File: src/rtl/dpot_pkg.sv
package dpot_pkg;
  // request codes seen by the register bank
  typedef enum logic [2:0] {
    RQ_NONE          = 3'd0,
    RQ_WR_WIPER      = 3'd1,
    RQ_WR_DREG       = 3'd2,
    RQ_DREG_TO_WIPER = 3'd3,
    RQ_WIPER_TO_DREG = 3'd4,
    RQ_STEP_UP       = 3'd5,
    RQ_STEP_DN       = 3'd6
  } req_kind_e;

  typedef enum logic [3:0] {
    CMD_BAD, CMD_RD_WIPER, CMD_WR_WIPER, CMD_RD_DREG, CMD_WR_DREG,
    CMD_LD_WIPER, CMD_SV_WIPER, CMD_STEP, CMD_STATUS
  } cmd_e;

  typedef enum logic [2:0] {
    ST_IDLE, ST_ID, ST_INSTR, ST_DATA, ST_STEP, ST_DONE
  } fst_e;

  localparam logic [3:0] DEV_TYPE  = 4'b0101;
  localparam logic [2:0] DEV_FIXED = 3'b110;
endpackage

File: src/rtl/dpot_sync_edge.sv
module dpot_sync_edge #(
  parameter int   STAGES  = 2,
  parameter logic RST_VAL = 1'b0
) (
  input  logic clk,
  input  logic rst_n,
  input  logic d,
  output logic q,
  output logic rise,
  output logic fall
);
  logic [STAGES-1:0] pipe;
  logic              last;

  always_ff @(posedge clk or negedge rst_n) begin
    if (!rst_n) begin
      pipe <= {STAGES{RST_VAL}};
      last <= RST_VAL;
    end else begin
      pipe <= {pipe[STAGES-2:0], d};
      last <= pipe[STAGES-1];
    end
  end

  assign q    = pipe[STAGES-1];
  assign rise = q & ~last;
  assign fall = ~q & last;
endmodule

File: src/rtl/dpot_cmd_decode.sv
module dpot_cmd_decode
  import dpot_pkg::*;
(
  input  logic [7:0] byte_in,
  input  logic       strap,
  output logic       id_ok,
  output cmd_e       cmd
);
  logic [3:0] op;
  logic [3:0] low;

  assign op  = byte_in[7:4];
  assign low = byte_in[3:0];

  assign id_ok = (byte_in[7:4] == DEV_TYPE) && (byte_in[3:1] == DEV_FIXED) &&
                 (byte_in[0] == strap);

  always_comb begin
    cmd = CMD_BAD;
    unique case (op)
      4'b1001: if (low == 4'b0000)       cmd = CMD_RD_WIPER;
      4'b1010: if (low == 4'b0000)       cmd = CMD_WR_WIPER;
      4'b1011: if (low[1:0] == 2'b00)    cmd = CMD_RD_DREG;
      4'b1100: if (low[1:0] == 2'b00)    cmd = CMD_WR_DREG;
      4'b1101: if (low[1:0] == 2'b00)    cmd = CMD_LD_WIPER;
      4'b1110: if (low[1:0] == 2'b00)    cmd = CMD_SV_WIPER;
      4'b0010: if (low == 4'b0000)       cmd = CMD_STEP;
      4'b0101: if (low == 4'b0001)       cmd = CMD_STATUS;
      default: cmd = CMD_BAD;
    endcase
  end
endmodule

File: src/rtl/dpot_so_shift.sv
module dpot_so_shift #(
  parameter int W = 8
) (
  input  logic         clk,
  input  logic         rst_n,
  input  logic         clr,
  input  logic         load,
  input  logic         shift,
  input  logic [W-1:0] din,
  output logic         so
);
  logic [W-1:0] sr;

  always_ff @(posedge clk or negedge rst_n) begin
    if (!rst_n)     sr <= '0;
    else if (clr)   sr <= '0;
    else if (load)  sr <= din;
    else if (shift) sr <= {sr[W-2:0], 1'b0};
  end

  assign so = sr[W-1];
endmodule

File: src/rtl/dpot_spi_frontend.sv
module dpot_spi_frontend
  import dpot_pkg::*;
#(
  parameter int SYNC_STAGES = 2,
  parameter int DATA_W      = 6
) (
  input  logic              clk,
  input  logic              rst_n,
  input  logic              cs_n,
  input  logic              sck,
  input  logic              si,
  input  logic              hold_n,
  input  logic              addr_strap,
  output logic              so,
  output logic              so_oe,
  output logic              req_valid,
  input  logic              req_ready,
  output logic [2:0]        req_kind,
  output logic [1:0]        req_reg,
  output logic [DATA_W-1:0] req_data,
  output logic [1:0]        dreg_sel,
  input  logic [DATA_W-1:0] wiper_in,
  input  logic [DATA_W-1:0] dreg_in,
  input  logic              busy_in
);
  localparam int BYTE_W = 8;
  localparam int PAD_W  = BYTE_W - DATA_W;
  localparam int CNT_W  = 5;
  localparam logic [CNT_W-1:0] ID_END    = CNT_W'(BYTE_W - 1);
  localparam logic [CNT_W-1:0] INSTR_END = CNT_W'(2*BYTE_W - 1);
  localparam logic [CNT_W-1:0] RD_FIRST  = CNT_W'(2*BYTE_W);
  localparam logic [CNT_W-1:0] DATA_END  = CNT_W'(3*BYTE_W - 1);
  localparam logic [CNT_W-1:0] CNT_SAT   = CNT_W'(3*BYTE_W);
  localparam int NSYNC = 4;
  // index: 0 sck, 1 si, 2 cs_n, 3 hold_n
  localparam logic [NSYNC-1:0] SYNC_RST = 4'b1000;

  // ---------------- input synchronisation ----------------
  logic [NSYNC-1:0] raw_in, s_q, s_rise, s_fall;
  assign raw_in = {hold_n, cs_n, si, sck};

  for (genvar g = 0; g < NSYNC; g++) begin : g_sync
    dpot_sync_edge #(.STAGES(SYNC_STAGES), .RST_VAL(SYNC_RST[g])) u_sync (
      .clk (clk), .rst_n(rst_n), .d(raw_in[g]),
      .q   (s_q[g]), .rise(s_rise[g]), .fall(s_fall[g])
    );
  end

  logic si_s, cs_s, hold_s, cs_fall, cs_rise, sck_rise, sck_fall;
  assign si_s     = s_q[1];
  assign cs_s     = s_q[2];
  assign hold_s   = s_q[3];
  assign cs_fall  = s_fall[2];
  assign cs_rise  = s_rise[2];
  assign sck_rise = s_rise[0] & ~cs_s & hold_s;
  assign sck_fall = s_fall[0] & ~cs_s & hold_s;

  // ---------------- frame state ----------------
  fst_e                state;
  logic [CNT_W-1:0]    bit_cnt;
  logic [BYTE_W-1:0]   shift_in, nxt_byte;
  cmd_e                cmd_q, dec_cmd;
  logic [1:0]          ptr_q;
  logic                rd_active, wr_armed, id_ok;
  logic [DATA_W-1:0]   data_hold;

  assign nxt_byte = {shift_in[BYTE_W-2:0], si_s};

  dpot_cmd_decode u_dec (
    .byte_in(nxt_byte), .strap(addr_strap), .id_ok(id_ok), .cmd(dec_cmd)
  );

  logic is_rd, so_load, so_shift;
  logic [BYTE_W-1:0] rd_val;

  assign is_rd    = (cmd_q == CMD_RD_WIPER) || (cmd_q == CMD_RD_DREG) ||
                    (cmd_q == CMD_STATUS);
  assign so_load  = sck_fall && (state == ST_DATA) && is_rd && (bit_cnt == RD_FIRST);
  assign so_shift = sck_fall && rd_active && (bit_cnt > RD_FIRST) && (bit_cnt <= DATA_END);

  always_comb begin
    unique case (cmd_q)
      CMD_RD_WIPER: rd_val = {{PAD_W{1'b0}}, wiper_in};
      CMD_RD_DREG:  rd_val = {{PAD_W{1'b0}}, dreg_in};
      CMD_STATUS:   rd_val = {{(BYTE_W-1){1'b0}}, busy_in};
      default:      rd_val = '0;
    endcase
  end

  always_ff @(posedge clk or negedge rst_n) begin
    if (!rst_n) begin
      state     <= ST_IDLE;
      bit_cnt   <= '0;
      shift_in  <= '0;
      cmd_q     <= CMD_BAD;
      ptr_q     <= '0;
      rd_active <= 1'b0;
      wr_armed  <= 1'b0;
      data_hold <= '0;
    end else if (cs_fall) begin
      state     <= ST_ID;
      bit_cnt   <= '0;
      cmd_q     <= CMD_BAD;
      rd_active <= 1'b0;
      wr_armed  <= 1'b0;
    end else if (cs_rise) begin
      state     <= ST_IDLE;
      rd_active <= 1'b0;
      wr_armed  <= 1'b0;
    end else begin
      if (so_load) rd_active <= 1'b1;
      if (sck_rise) begin
        shift_in <= nxt_byte;
        if (bit_cnt != CNT_SAT) bit_cnt <= bit_cnt + 1'b1;
        unique case (state)
          ST_ID: if (bit_cnt == ID_END) state <= id_ok ? ST_INSTR : ST_DONE;
          ST_INSTR: if (bit_cnt == INSTR_END) begin
            cmd_q <= dec_cmd;
            ptr_q <= nxt_byte[3:2];
            unique case (dec_cmd)
              CMD_BAD, CMD_LD_WIPER, CMD_SV_WIPER: state <= ST_DONE;
              CMD_STEP:                            state <= ST_STEP;
              default:                             state <= ST_DATA;
            endcase
          end
          ST_DATA: if (bit_cnt == DATA_END) begin
            state <= ST_DONE;
            if (cmd_q == CMD_WR_DREG && nxt_byte[7:6] == 2'b00) begin
              wr_armed  <= 1'b1;
              data_hold <= nxt_byte[DATA_W-1:0];
            end
          end
          default: ;
        endcase
      end
    end
  end

  // ---------------- request generation ----------------
  logic              issue;
  req_kind_e         iss_kind;
  logic [1:0]        iss_reg;
  logic [DATA_W-1:0] iss_data;

  always_comb begin
    issue    = 1'b0;
    iss_kind = RQ_NONE;
    iss_reg  = ptr_q;
    iss_data = '0;
    if (cs_rise && wr_armed) begin
      issue    = 1'b1;
      iss_kind = RQ_WR_DREG;
      iss_data = data_hold;
    end else if (sck_rise) begin
      if (state == ST_INSTR && bit_cnt == INSTR_END &&
          (dec_cmd == CMD_LD_WIPER || dec_cmd == CMD_SV_WIPER)) begin
        issue    = 1'b1;
        iss_kind = (dec_cmd == CMD_LD_WIPER) ? RQ_DREG_TO_WIPER : RQ_WIPER_TO_DREG;
        iss_reg  = nxt_byte[3:2];
      end else if (state == ST_DATA && bit_cnt == DATA_END &&
                   cmd_q == CMD_WR_WIPER && nxt_byte[7:6] == 2'b00) begin
        issue    = 1'b1;
        iss_kind = RQ_WR_WIPER;
        iss_data = nxt_byte[DATA_W-1:0];
      end else if (state == ST_STEP) begin
        issue    = 1'b1;
        iss_kind = si_s ? RQ_STEP_UP : RQ_STEP_DN;
      end
    end
  end

  always_ff @(posedge clk or negedge rst_n) begin
    if (!rst_n) begin
      req_valid <= 1'b0;
      req_kind  <= RQ_NONE;
      req_reg   <= '0;
      req_data  <= '0;
    end else if (issue && (!req_valid || req_ready)) begin
      req_valid <= 1'b1;
      req_kind  <= iss_kind;
      req_reg   <= iss_reg;
      req_data  <= iss_data;
    end else if (req_ready) begin
      req_valid <= 1'b0;
    end
  end

  // ---------------- serial output ----------------
  dpot_so_shift #(.W(BYTE_W)) u_so (
    .clk(clk), .rst_n(rst_n), .clr(cs_fall), .load(so_load),
    .shift(so_shift), .din(rd_val), .so(so)
  );

  assign so_oe    = rd_active & ~cs_s;
  assign dreg_sel = ptr_q;
endmodule

File: config.mk
export PLATFORM = sky130hd
export DESIGN_NAME = dpot_spi_frontend
export DESIGN_NICKNAME = d
export VERILOG_FILES = /design/src/rtl/dpot_pkg.sv /design/src/rtl/dpot_sync_edge.sv /design/src/rtl/dpot_cmd_decode.sv /design/src/rtl/dpot_so_shift.sv /design/src/rtl/dpot_spi_frontend.sv
export SDC_FILE = /design/constraint.sdc
export NUM_CORES = 1
export LEC_CHECK = 0
export ABC_CLOCK_PERIOD_IN_PS = 2800
export BUFFER_PORTS_ARGS = -buffer_cell sky130_fd_sc_hd__buf_2
export CAP_MARGIN = 5
export CORE_ASPECT_RATIO = 1.75
export CORE_MARGIN = 10
export CORE_UTILIZATION = 55
export CTS_BUF_LIST = sky130_fd_sc_hd__clkbuf_4
export DETAILED_ROUTE_END_ITERATION = 7
export PLACE_DENSITY = 0.76
export SLEW_MARGIN = 20
export SYNTH_ARGS = -nofsm -noshare
export SYNTH_HDL_FRONTEND = slang
export SYNTH_SLANG_ARGS = --single-unit
File: constraint.sdc
create_clock -name clk -period 2.8 [get_ports clk]
set_input_delay 0.14 -clock clk [delete_from_list [all_inputs] [get_ports clk]]
set_output_delay 0.14 -clock clk [all_outputs]
set_load 0.02 [all_outputs]
; After elaboration in Yosys (flattened, before gate mapping)
; Index checks and enable logic that the tools add are counted.
[classes]
add_sub_neg = 1
magnitude_cmp = 2
eq_ne = 32
muxes = 61
bitwise_logic = 15
reduce_logical = 45
[ops]
columns = operator, n
row1 = $mux W3, 17
row2 = $pmux W4 S8, 1
row3 = $eq A4 B4 Y1 const B, 7
row4 = $mux W4, 6
row5 = $mux W6, 4
row6 = $mux W8, 3
row7 = $eq A4 B3 Y1 const B, 5
row8 = $mux W5, 4
row9 = $pmux W6 S3, 1
row10 = $reduce_bool A3 Y1, 6
row11 = $mux W1, 17
row12 = $logic_and A1 B1 Y1, 16
row13 = $eq A4 B2 Y1 const B, 3
row14 = $mux W2, 6
row15 = $eq A5 B5 Y1 const B, 2
row16 = $reduce_and A5 Y1, 2
row17 = $reduce_bool A2 Y1, 5
row18 = $and A1 B1 Y1, 9
row19 = $pmux W3 S3, 1
row20 = $eq A4 B1 Y1 const B, 2
row21 = $logic_not A4 Y1, 2
row22 = $ne A4 B4 Y1 const B, 2
row23 = $reduce_and A4 Y1, 2
row24 = $eq A3 B2 Y1 const B, 2
row25 = 20 further kinds, 31
[word_totals]
register_bits = 59
in_bits = 21
output_inout_bits = 16
word_cells = 175

; Depth between registers and ports, before layout
; Gate-level depths: netlist of the first run.
[depth]
word_depth = 11
depth_mapped = 8
depth_no_buf = 8

; Cells and area by module
; A second synthesis of the first run with hierarchy kept.
[hier_totals]
cells_unflattened = 299
hier_area_um2 = 3219.3
[by_module_without_submodules]
columns = module, instances, cells_per_inst, area_each_um2, seq_area_each_um2
row1 = dpot_spi_frontend, 1, 222, 2311.0, 1026.0
row2 = dpot_so_shift, 1, 35, 409.1, 200.2
row3 = dpot_sync_edge at g_sync[0].u_sync ..., 3, 5, 90.1, 75.1
row4 = dpot_cmd_decode, 1, 22, 135.1, 0.0
row5 = dpot_sync_edge at g_sync[3].u_sync, 1, 5, 93.8, 78.8

; Worst setup path before layout of the first run
; OpenSTA, ideal clock, no wires.
[synth_timing]
path_kind = register to register
start = reg shift_in[5]
end = reg req_reg[0]
setup_time_ns = 0.127
arrival_ns = 2.059
t_required_ns = 2.673
path_slack_ns = 0.613
path_stages_with_launch = 6
path_buffers = 0
period_less_slack_ns = 2.187
cell_sequence = dfrtp_1 > or4_1 > a21o_1 > a211oi_1 > mux2_2 > mux2_1
[synth_between]
elab_chain_len = 9
elab_cells_between_ends = 23
cone_classes = eq/ne: 10 / mux: 8 / reduce/logical: 5
[synth_rtl]
columns = element, line_no
row1 = from (decl), dpot_spi_frontend.sv:61  ; logic [BYTE_W-1:0] shift_in, nxt_byte;
row2 = from (signal assigned), dpot_spi_frontend.sv:113  ; shift_in <= nxt_byte;
row3 = $eq A4 B3 Y1 (tied with other cells), dpot_cmd_decode.sv:20  ; unique case (op)
row4 = $pmux W4 S8, dpot_cmd_decode.sv:20
row5 = $eq A4 B3 Y1, dpot_spi_frontend.sv:156  ; (dec_cmd == CMD_LD_WIPER || dec_cmd == CMD_SV_WIPER)) begin
row6 = $logic_or A1 B1 Y1, dpot_spi_frontend.sv:156
row7 = $logic_and A1 B1 Y1, dpot_spi_frontend.sv:155  ; if (state == ST_INSTR && bit_cnt == INSTR_END &&
row8 = $mux W1, dpot_spi_frontend.sv:155
row9 = $mux W1, dpot_spi_frontend.sv:154  ; end else if (sck_rise) begin
row10 = $mux W1, dpot_spi_frontend.sv:150  ; if (cs_rise && wr_armed) begin
row11 = $logic_and A1 B1 Y1, dpot_spi_frontend.sv:178  ; end else if (issue && (!req_valid || req_ready)) begin
row12 = to (signal assigned), dpot_spi_frontend.sv:181  ; req_reg <= iss_reg;
row13 = to (decl), dpot_spi_frontend.sv:19  ; output logic [1:0] req_reg,
; Parallel ways exist; a longest one is shown, timed or not.
; A chain may end at the register's enable or synchronous reset.

; Worst setup path in the final report of the first run
[layout_timing]
start = reg shift_in[3]
end = reg req_data[0]
[layout_between]
elab_chain_len = 9
elab_cells_between_ends = 20
cone_classes = eq/ne: 10 / mux: 7 / reduce/logical: 3
[layout_rtl]
columns = element, line_no
row1 = $eq A4 B3 Y1 (tied with other cells), dpot_cmd_decode.sv:20
row2 = $pmux W4 S8 *, dpot_cmd_decode.sv:20
row3 = $eq A4 B3 Y1, dpot_spi_frontend.sv:156
row4 = $logic_or A1 B1 Y1 *, dpot_spi_frontend.sv:156
row5 = $logic_and A1 B1 Y1 *, dpot_spi_frontend.sv:155
row6 = $mux W1, dpot_spi_frontend.sv:155
row7 = $mux W1, dpot_spi_frontend.sv:154
row8 = $mux W1, dpot_spi_frontend.sv:150
row9 = $logic_and A1 B1 Y1, dpot_spi_frontend.sv:178
row10 = to (signal assigned), dpot_spi_frontend.sv:182  ; req_data <= iss_data;
row11 = to (decl), dpot_spi_frontend.sv:20  ; output logic [DATA_W-1:0] req_data,
; Mark *: on every way between the ends. The rest lies on a longest branch, timed or not.

==> results of run 1 <==
==> placed cells by master, fill, tap and decap left out, types with 2 or more instances in the layout <==
cell and count:
or3_1 2, inv_1 10, nand2_1 25, nand3b_1 3
nor2_1 25, mux2_1 8, ha_1 5, nand3_1 4
a21oi_1 6, nand4_1 6, dlygate4sd3_1 5, clkinv_2 4
and4b_1 2, nand2b_1 2, dfstp_2 2, clkbuf_4 12
o211ai_1 3, a21o_1 2, buf_4 8, o21ai_0 13
and2_1 3, nand4b_1 3, dfrtp_1 57, nor3_1 6
a22oi_1 3, nor4_1 4, o2111a_1 2, o21a_1 4
a31oi_1 2, buf_2 36, a211oi_1 6, mux2i_1 14
or4_1 2, mux2_2 18, nor2b_1 5, a22o_1 7
or2_2 3, nor4bb_1 2
==> per-stage QoR <==
step           power [mW]  util [%]  area (µm²)
3_3_place_gp         1.13      61.0        3410
5_1_grt              1.69      63.8        3570
6_report             1.63      63.8        3570
3_5_place_dp         1.13      61.0        3410
2_1_floorplan        1.05         -        3150
4_1_cts              1.64      63.8        3570
==> worst reg2reg max path, cell delays in order, from the launching register on <==
cell and delay (ps):
dfrtp_1 490, or4_1 580, a21o_1 220, a21oi_2 230, o221a_2 450, mux2_1 370
==> path summary, 6_finish.rpt <==
check                                          from                  endpoint  slack, ps
max reg2reg                             shift_in[3]               req_data[0]        350
max                                     shift_in[3]               req_data[0]        350
min reg2reg                g_sync[2].u_sync.pipe[0]  g_sync[2].u_sync.pipe[1]        360
min in group asynchronous                     rst_n                bit_cnt[3]        410
max in group asynchronous                     rst_n               req_kind[0]       1660
min                                       req_ready                 req_valid         80
==> power groups by stage <==
stage | logic [mW] | registers, mW | clock network [mW]
6_report | 0.189 | 0.930 | 0.508
5_1_grt | 0.211 | 0.938 | 0.545
4_1_cts | 0.191 | 0.930 | 0.516
3_5_place_dp | 0.184 | 0.947 | 0
3_3_place_gp | 0.181 | 0.945 | 0
2_1_floorplan | 0.116 | 0.935 | 0
==> area by class of cell <==
| class | instances | area, µm² | area share (%) |
|---|---|---|---|
| multi-input cells | 214 | 1550 | 43.6 |
| flip-flops and latches | 59 | 1480 | 41.5 |
| repair buffers | 49 | 290 | 8.14 |
| well taps | 76 | 95.1 | 2.67 |
| clock buffers | 12 | 90.1 | 2.53 |
| inverters | 10 | 37.5 | 1.05 |
| clock inverters | 4 | 20.0 | 0.561 |
==> cell families after synthesis <==
family	share of synthesized area, %
adders and majority gates	1.99
AOI/OAI and AO/OA	14.8
muxes	13.7
DFF	47.0
and+or+nand+nor	18.3
xor gates and xnor gates	0.556
buffers and inverters	3.69
==> layer usage <==
layer	wire (µm)	track usage, %	vias up	share of wire, %
li1	-	-	1194	-
met4	307	10.9	0	4.2
met1	2910	17.1	1198	40
met5	0	0	-	0
met3	271	3.96	22	3.7
met2	3860	28.2	63	53
==> run summary, run 1 <==
OUTCOME
----------------------------------------------------------------------------------------------------
Result of the run                                                                       finished clean

CLOCKING
----------------------------------------------------------------------------------------------------
Insertion delay to the later sink of the worst-skew pair                                      420 ps
Clock-pin slew reported for the worst setup and hold paths after clock tree synthesis          90 ps
Number of setup buffers added after CTS                                                            0
Post-CTS resize count                                                                              0
Clock H-tree levels                                                                                3
TritonCTS clock tree                                                                             yes
Root buf cell                                                                               clkbuf_4
Number of CTS-inserted buffers                                                                     9
Number of buffers on the longest clock path                                                        2
Sink Count                                                                                        59
Hold-fix buffer count after cts                                                                    5

LOGIC SYNTHESIS
----------------------------------------------------------------------------------------------------
Syn_nets                                                                                         325
Cell taking the most area after synthesis                                                    dfrtp_1
Post-synthesis cell type count                                                                    60
Yosys top cell area share                                                                      45.3%
Count of flip-flops with a built-in enable after synthesis                                         0
Seq/Total Area, Yosys                                                                          47.0%
Main synth FF type                                                                           dfrtp_1
List of most frequent post-synthesis cells                                              dfrtp_1 (57), nand2_1 (25), nor2_1 (25), mux2_2 (18), mux2i_1 (14)
Proportion of synthesized flip-flops having asynchronous set or reset                           100%
Most common cell in the synthesized netlist                                                  dfrtp_1
Number of standard cells after synthesis                                                         299
Synthesized area divided by synthesized cell count                                          10.5 µm²
Count of yosys warnings during synthesis                                                           0
Yosys reg bits                                                                                    59
Netlist area before placement                                                            0.00315 mm²
Top post-synthesis cells by area                                                        dfrtp_1 (45%), mux2_2 (6.4%), mux2i_1 (4.4%)

GLOBAL ROUTE
----------------------------------------------------------------------------------------------------
Vias in the first global route                                                                 2,538
Global route overflow                                                                              0
Pin count of the biggest net entering global routing                                              46
Antenna violations before repair                                                                   0
Global-route wire length before repair                                                     12,300 µm
Total global-route track usage                                                                 16.3%

DETAILED ROUTING
----------------------------------------------------------------------------------------------------
Routed wire length                                                                           7350 µm
Number of design-rule violations left by the first detailed-router iteration                     151
Residual DRC count                                                                                 0
Average wire per standard cell                                                               17.3 µm
Overall via count from detail_route                                                            2,477
Routed via count divided by cell count                                                          5.84
Number of detailed-routing iterations run before antenna repair                                    4
Detail Route Antenna Nets                                                                          0

POWER AND IR DROP
----------------------------------------------------------------------------------------------------
Worst IR Drop VDD                                                                             385 µV
Clock share of power                                                                           31.2%
Power per unit of standard cell area                                                      456 mW/mm²
Switching power of the nets                                                                 0.454 mW
Internal power contribution                                                                  1.17 mW
Combinational power share                                                                      11.6%
Leakage power                                                                                1.68 nW
Relative contribution of sequential cells to total power                                       57.2%
Sw Ratio                                                                                       27.9%

CRITICAL PATH
----------------------------------------------------------------------------------------------------
Cell family with the largest share of critical-path delay                               compound AO/OA/AOI/OAI gates
Arrival @ worst endpoint                                                                     2750 ps
Max stage delay cell, worst path                                                               or4_1
Sort of element at the start of the critical path                                               flop
Bufs and invs on worst path                                                                        0
Type of destination of the critical path                                                        flop
Critical Path Fanout Max                                                                          12
Worst reg2reg path depth                                                                           5
Stages on worst setup path                                                                         5
Crit path kind                                                                          flop to flop
Endpoint required time on the critical path                                                  3100 ps
Ordered list of cells on the worst path                                                 or4_1 -> a21o_1 -> a21oi_2 -> o221a_2 -> mux2_1
Crit path largest cell delay                                                                  580 ps

STA
----------------------------------------------------------------------------------------------------
Max-Slew Margin vs Limit                                                                       34.1%
Count of endpoints failing setup in the final report                                               0
Final period util                                                                              87.4%
Worst setup slack after layout                                                                352 ps
Slew at the pin closest to its max-slew limit                                                 988 ps
Time the final worst path needs with I/O delays and setup                                    2450 ps
Maximum clock frequency                                                                      409 MHz
Aggregate negative setup slack                                                                  0 ps
Count of final hold-check violations                                                               0
Max Transition Viols Final                                                                         0
Min Hold Slack                                                                               77.6 ps
Final setup skew                                                                             7.44 ps
Setup repair after global routing missed its margin                                            false

CELLS AND AREA
----------------------------------------------------------------------------------------------------
Count of placed standard cells in the final layout, fillers left out                             424
Nets@finish                                                                                      369
Filler cell count in the final layout                                                            500
Antenna fix cells                                                                                  0
Synth-to-layout area growth                                                                    13.2%
Largest regs                                                                            g_sync.u_sync.pipe x8, u_so.sr x8, shift_in x7
Layout cell share with drive strength beyond 1                                                 26.1%

DIE
----------------------------------------------------------------------------------------------------
Die outline area                                                                         0.00927 mm²
I/O pins                                                                                          37
Number of standard-cell rows in the floorplan                                                     36
Die Y                                                                                         120 µm
Placeable Area                                                                           0.00559 mm²
Initial standard-cell utilization of the core                                                  56.4%
Horizontal die dimension                                                                     77.2 µm

PLACE
----------------------------------------------------------------------------------------------------
Half-perimeter wire length after detailed placement                                          5470 µm
Dpl cells                                                                                        403
Number of buffers inserted by port buffering                                                      36
RePlAce Congestion                                                                             0.925
Pre-CTS setup slack                                                                           372 ps

HOLD PATH
----------------------------------------------------------------------------------------------------
Worst hold-check path type                                                              input port to flop
Worst hold stages                                                                                  3

RUN
----------------------------------------------------------------------------------------------------
Max Cap Viol                                                                                       0

(Power assumes the default switching activity.)
==> inputs of run 2 (changes only) <==
--- a/config.mk
+++ b/config.mk
@@ -6,5 +6,5 @@
 export NUM_CORES = 1
 export LEC_CHECK = 0
-export ABC_CLOCK_PERIOD_IN_PS = 2800
+export ABC_CLOCK_PERIOD_IN_PS = 3200
 export BUFFER_PORTS_ARGS = -buffer_cell sky130_fd_sc_hd__buf_2
 export CAP_MARGIN = 5
==> constraint.sdc (replaced) <==
create_clock -name clk -period 3.2 [get_ports clk]
set_input_delay 0.16 -clock clk [delete_from_list [all_inputs] [get_ports clk]]
set_output_delay 0.16 -clock clk [all_outputs]
set_load 0.005 [all_outputs]
==> run 2 against run 1 <==
- critical path depth unchanged
- first-iteration DRC count shrank 16%
- register-to-register slack improved by 310 ps
- combinational power shrank 24%
- fmax decreased by 3.6%
- non-clock buffer count down 4
- total power is 8.6% lower
- via count down 0.20%
- wire length down 2.0%
- core utilization fell by 0.16 points
- largest power group unchanged
==> run summary, run 2 (same netlist as run 1, synthesis figures left out) <==
PLACE
----------------------------------------------------------------------------------------------------
Dpl cells                                                                                        399
Number of buffers inserted by port buffering                                                      36
Half-perimeter wire length after detailed placement                                          5340 µm
RePlAce Congestion                                                                             0.931
Post-Place Cell Area                                                                     0.00338 mm²

STA
----------------------------------------------------------------------------------------------------
Count of endpoints failing setup in the final report                                               0
Aggregate negative setup slack                                                                  0 ps
Count of final hold-check violations                                                               0
Slew at the pin closest to its max-slew limit                                                 717 ps
Setup repair after global routing missed its margin                                            false
Maximum clock frequency                                                                      394 MHz
Min Hold Slack                                                                               74.5 ps
Max Transition Viols Final                                                                         0
Time the final worst path needs with I/O delays and setup                                    2540 ps
Final setup skew                                                                             13.5 ps
Final period util                                                                              79.4%
Max-Slew Margin vs Limit                                                                       52.2%

CRITICAL PATH
----------------------------------------------------------------------------------------------------
Sort of element at the start of the critical path                                               flop
Type of destination of the critical path                                                        flop
Cell family with the largest share of critical-path delay                               multiplexers
Max stage delay cell, worst path                                                               or4_1
Arrival @ worst endpoint                                                                     2840 ps
Crit path largest cell delay                                                                  590 ps
Crit path kind                                                                          flop to flop
Critical Path Fanout Max                                                                          14
Bufs and invs on worst path                                                                        0
Endpoint required time on the critical path                                                  3500 ps
Ordered list of cells on the worst path                                                 or4_1 -> a21o_1 -> a211oi_1 -> mux2_2 -> mux2_1

CELLS AND AREA
----------------------------------------------------------------------------------------------------
Largest regs                                                                            g_sync.u_sync.pipe x8, u_so.sr x8, shift_in x7
Layout cell share with drive strength beyond 1                                                 25.0%
Synth-to-layout area growth                                                                    13.0%
Nets@finish                                                                                      365
Share of the core filled with cells                                                            63.7%
Antenna fix cells                                                                                  0
Most frequent standard cell in the layout excluding fill and tap cells                       dfrtp_1
Count of placed standard cells in the final layout, fillers left out                             420
Most frequent cells in the layout                                                       dfrtp_1 (57), buf_2 (36), nor2_1 (25), nand2_1 (25), mux2_2 (18)
Filler cell count in the final layout                                                            504
Post-layout instance area                                                                0.00356 mm²

DETAILED ROUTING
----------------------------------------------------------------------------------------------------
Overall via count from detail_route                                                            2,472
Routed wire length                                                                           7200 µm
Detail Route Antenna Nets                                                                          0
Number of design-rule violations left by the first detailed-router iteration                     127
Residual DRC count                                                                                 0
Number of detailed-routing iterations run before antenna repair                                    4
Routed via count divided by cell count                                                          5.89
Average wire per standard cell                                                               17.2 µm

CLOCKING
----------------------------------------------------------------------------------------------------
TritonCTS clock tree                                                                             yes
Root buf cell                                                                               clkbuf_4
Sink Count                                                                                        59
Number of buffers on the longest clock path                                                        2
Number of CTS-inserted buffers                                                                     9
Clock-pin slew reported for the worst setup and hold paths after clock tree synthesis          90 ps
Hold-fix buffer count after cts                                                                    5
Insertion delay to the later sink of the worst-skew pair                                      420 ps
Clock H-tree levels                                                                                3
Post-CTS resize count                                                                              0
Number of setup buffers added after CTS                                                            0

POWER AND IR DROP
----------------------------------------------------------------------------------------------------
Switching power of the nets                                                                 0.408 mW
Worst IR Drop VDD                                                                             319 µV
Combinational power share                                                                       9.7%
Relative contribution of sequential cells to total power                                       55.4%
Leakage power                                                                                1.66 nW
Clock share of power                                                                           34.9%
Power per unit of standard cell area                                                      418 mW/mm²
Sw Ratio                                                                                       27.4%
Internal power contribution                                                                  1.08 mW

DIE
----------------------------------------------------------------------------------------------------
Number of standard-cell rows in the floorplan                                                     36
Placeable Area                                                                           0.00559 mm²
I/O pins                                                                                          37
Die outline area                                                                         0.00927 mm²
Die Y                                                                                         120 µm
Horizontal die dimension                                                                     77.2 µm
Initial standard-cell utilization of the core                                                  56.4%

RUN
----------------------------------------------------------------------------------------------------
Max Cap Viol                                                                                       0

GLOBAL ROUTE
----------------------------------------------------------------------------------------------------
Pin count of the biggest net entering global routing                                              33
Antenna violations before repair                                                                   0
Total global-route track usage                                                                 16.4%
Global route overflow                                                                              0
Global-route wire length before repair                                                     12,200 µm
Vias in the first global route                                                                 2,559

HOLD PATH
----------------------------------------------------------------------------------------------------
Worst hold-check path type                                                              input port to flop

OUTCOME
----------------------------------------------------------------------------------------------------
Result of the run                                                                       finished clean

-- run 2: changes by cell type in the layout (fill, tap and decap cells not counted) --
cell        before  now
buf_4            8    4
bufinv_16        0    1
clkbuf_4        12   10
clkinv_1         0    1
clkinv_2         4    3
clkinvlp_4       0    1
-- run 2: path summary, 6_finish.rpt --
check | startpoint | end | depth (start not counted) | slack, ps
worst min register to register | g_sync[1].u_sync.pipe[0] | g_sync[1].u_sync.pipe[1] | 0 | 360
min in group asynchronous | rst_n | u_so.sr[6] | 2 | 310
worst max-delay path | shift_in[5] | req_reg[0] | 5 | 660
worst max register to register | shift_in[5] | req_reg[0] | 5 | 660
worst min-delay path | req_ready | req_valid | 3 | 70
max in group asynchronous | rst_n | shift_in[4] | 3 | 2050
-- run 2: power groups by stage --
stage	clock network (mW)	registers [mW]	logic [mW]
detailed placement	0	0.838	0.140
floorplan	0	0.811	0.101
global placement	0	0.835	0.137
CTS	0.530	0.823	0.145
global route	0.563	0.831	0.161
finish	0.519	0.825	0.144
-- run 2: worst register-to-register path: cells and delay by family (launching register included) --
family	cells	cell delay, ps
flip-flops	1	540
AND/OR/NAND/NOR	1	590
AO/OA/AOI/OAI	2	630
multiplexers	2	670
-- run 2: area by class of cell --
class | instances | area (µm²) | area share [%]
Clock buffer | 10 | 75.1 | 2.11
Clock inverter | 6 | 56.3 | 1.58
Inverter | 10 | 37.5 | 1.06
Multi-Input combinational cell | 214 | 1550 | 43.7
Sequential cell | 59 | 1480 | 41.6
Tap cell | 76 | 95.1 | 2.67
Timing Repair Buffer | 45 | 260 | 7.32
-- run 2: metal layers --
| metal | wire (µm) | GRT usage (%) |
|---|---|---|
| met5 | 0 | 0 |
| met4 | 344 | 12.4 |
| met3 | 280 | 4.41 |
| met2 | 3780 | 28.2 |
| met1 | 2800 | 16.4 |
-- run 2: metrics by stage --
| step | power, mW | worst slack [ps] |
|---|---|---|
| 6_report | 1.49 | 661 |
| 5_1_grt | 1.56 | 571 |
| 4_1_cts | 1.50 | 659 |
| 3_5_place_dp | 0.978 | 677 |
| 3_3_place_gp | 0.971 | 729 |
| 2_1_floorplan | 0.912 | 1010 |
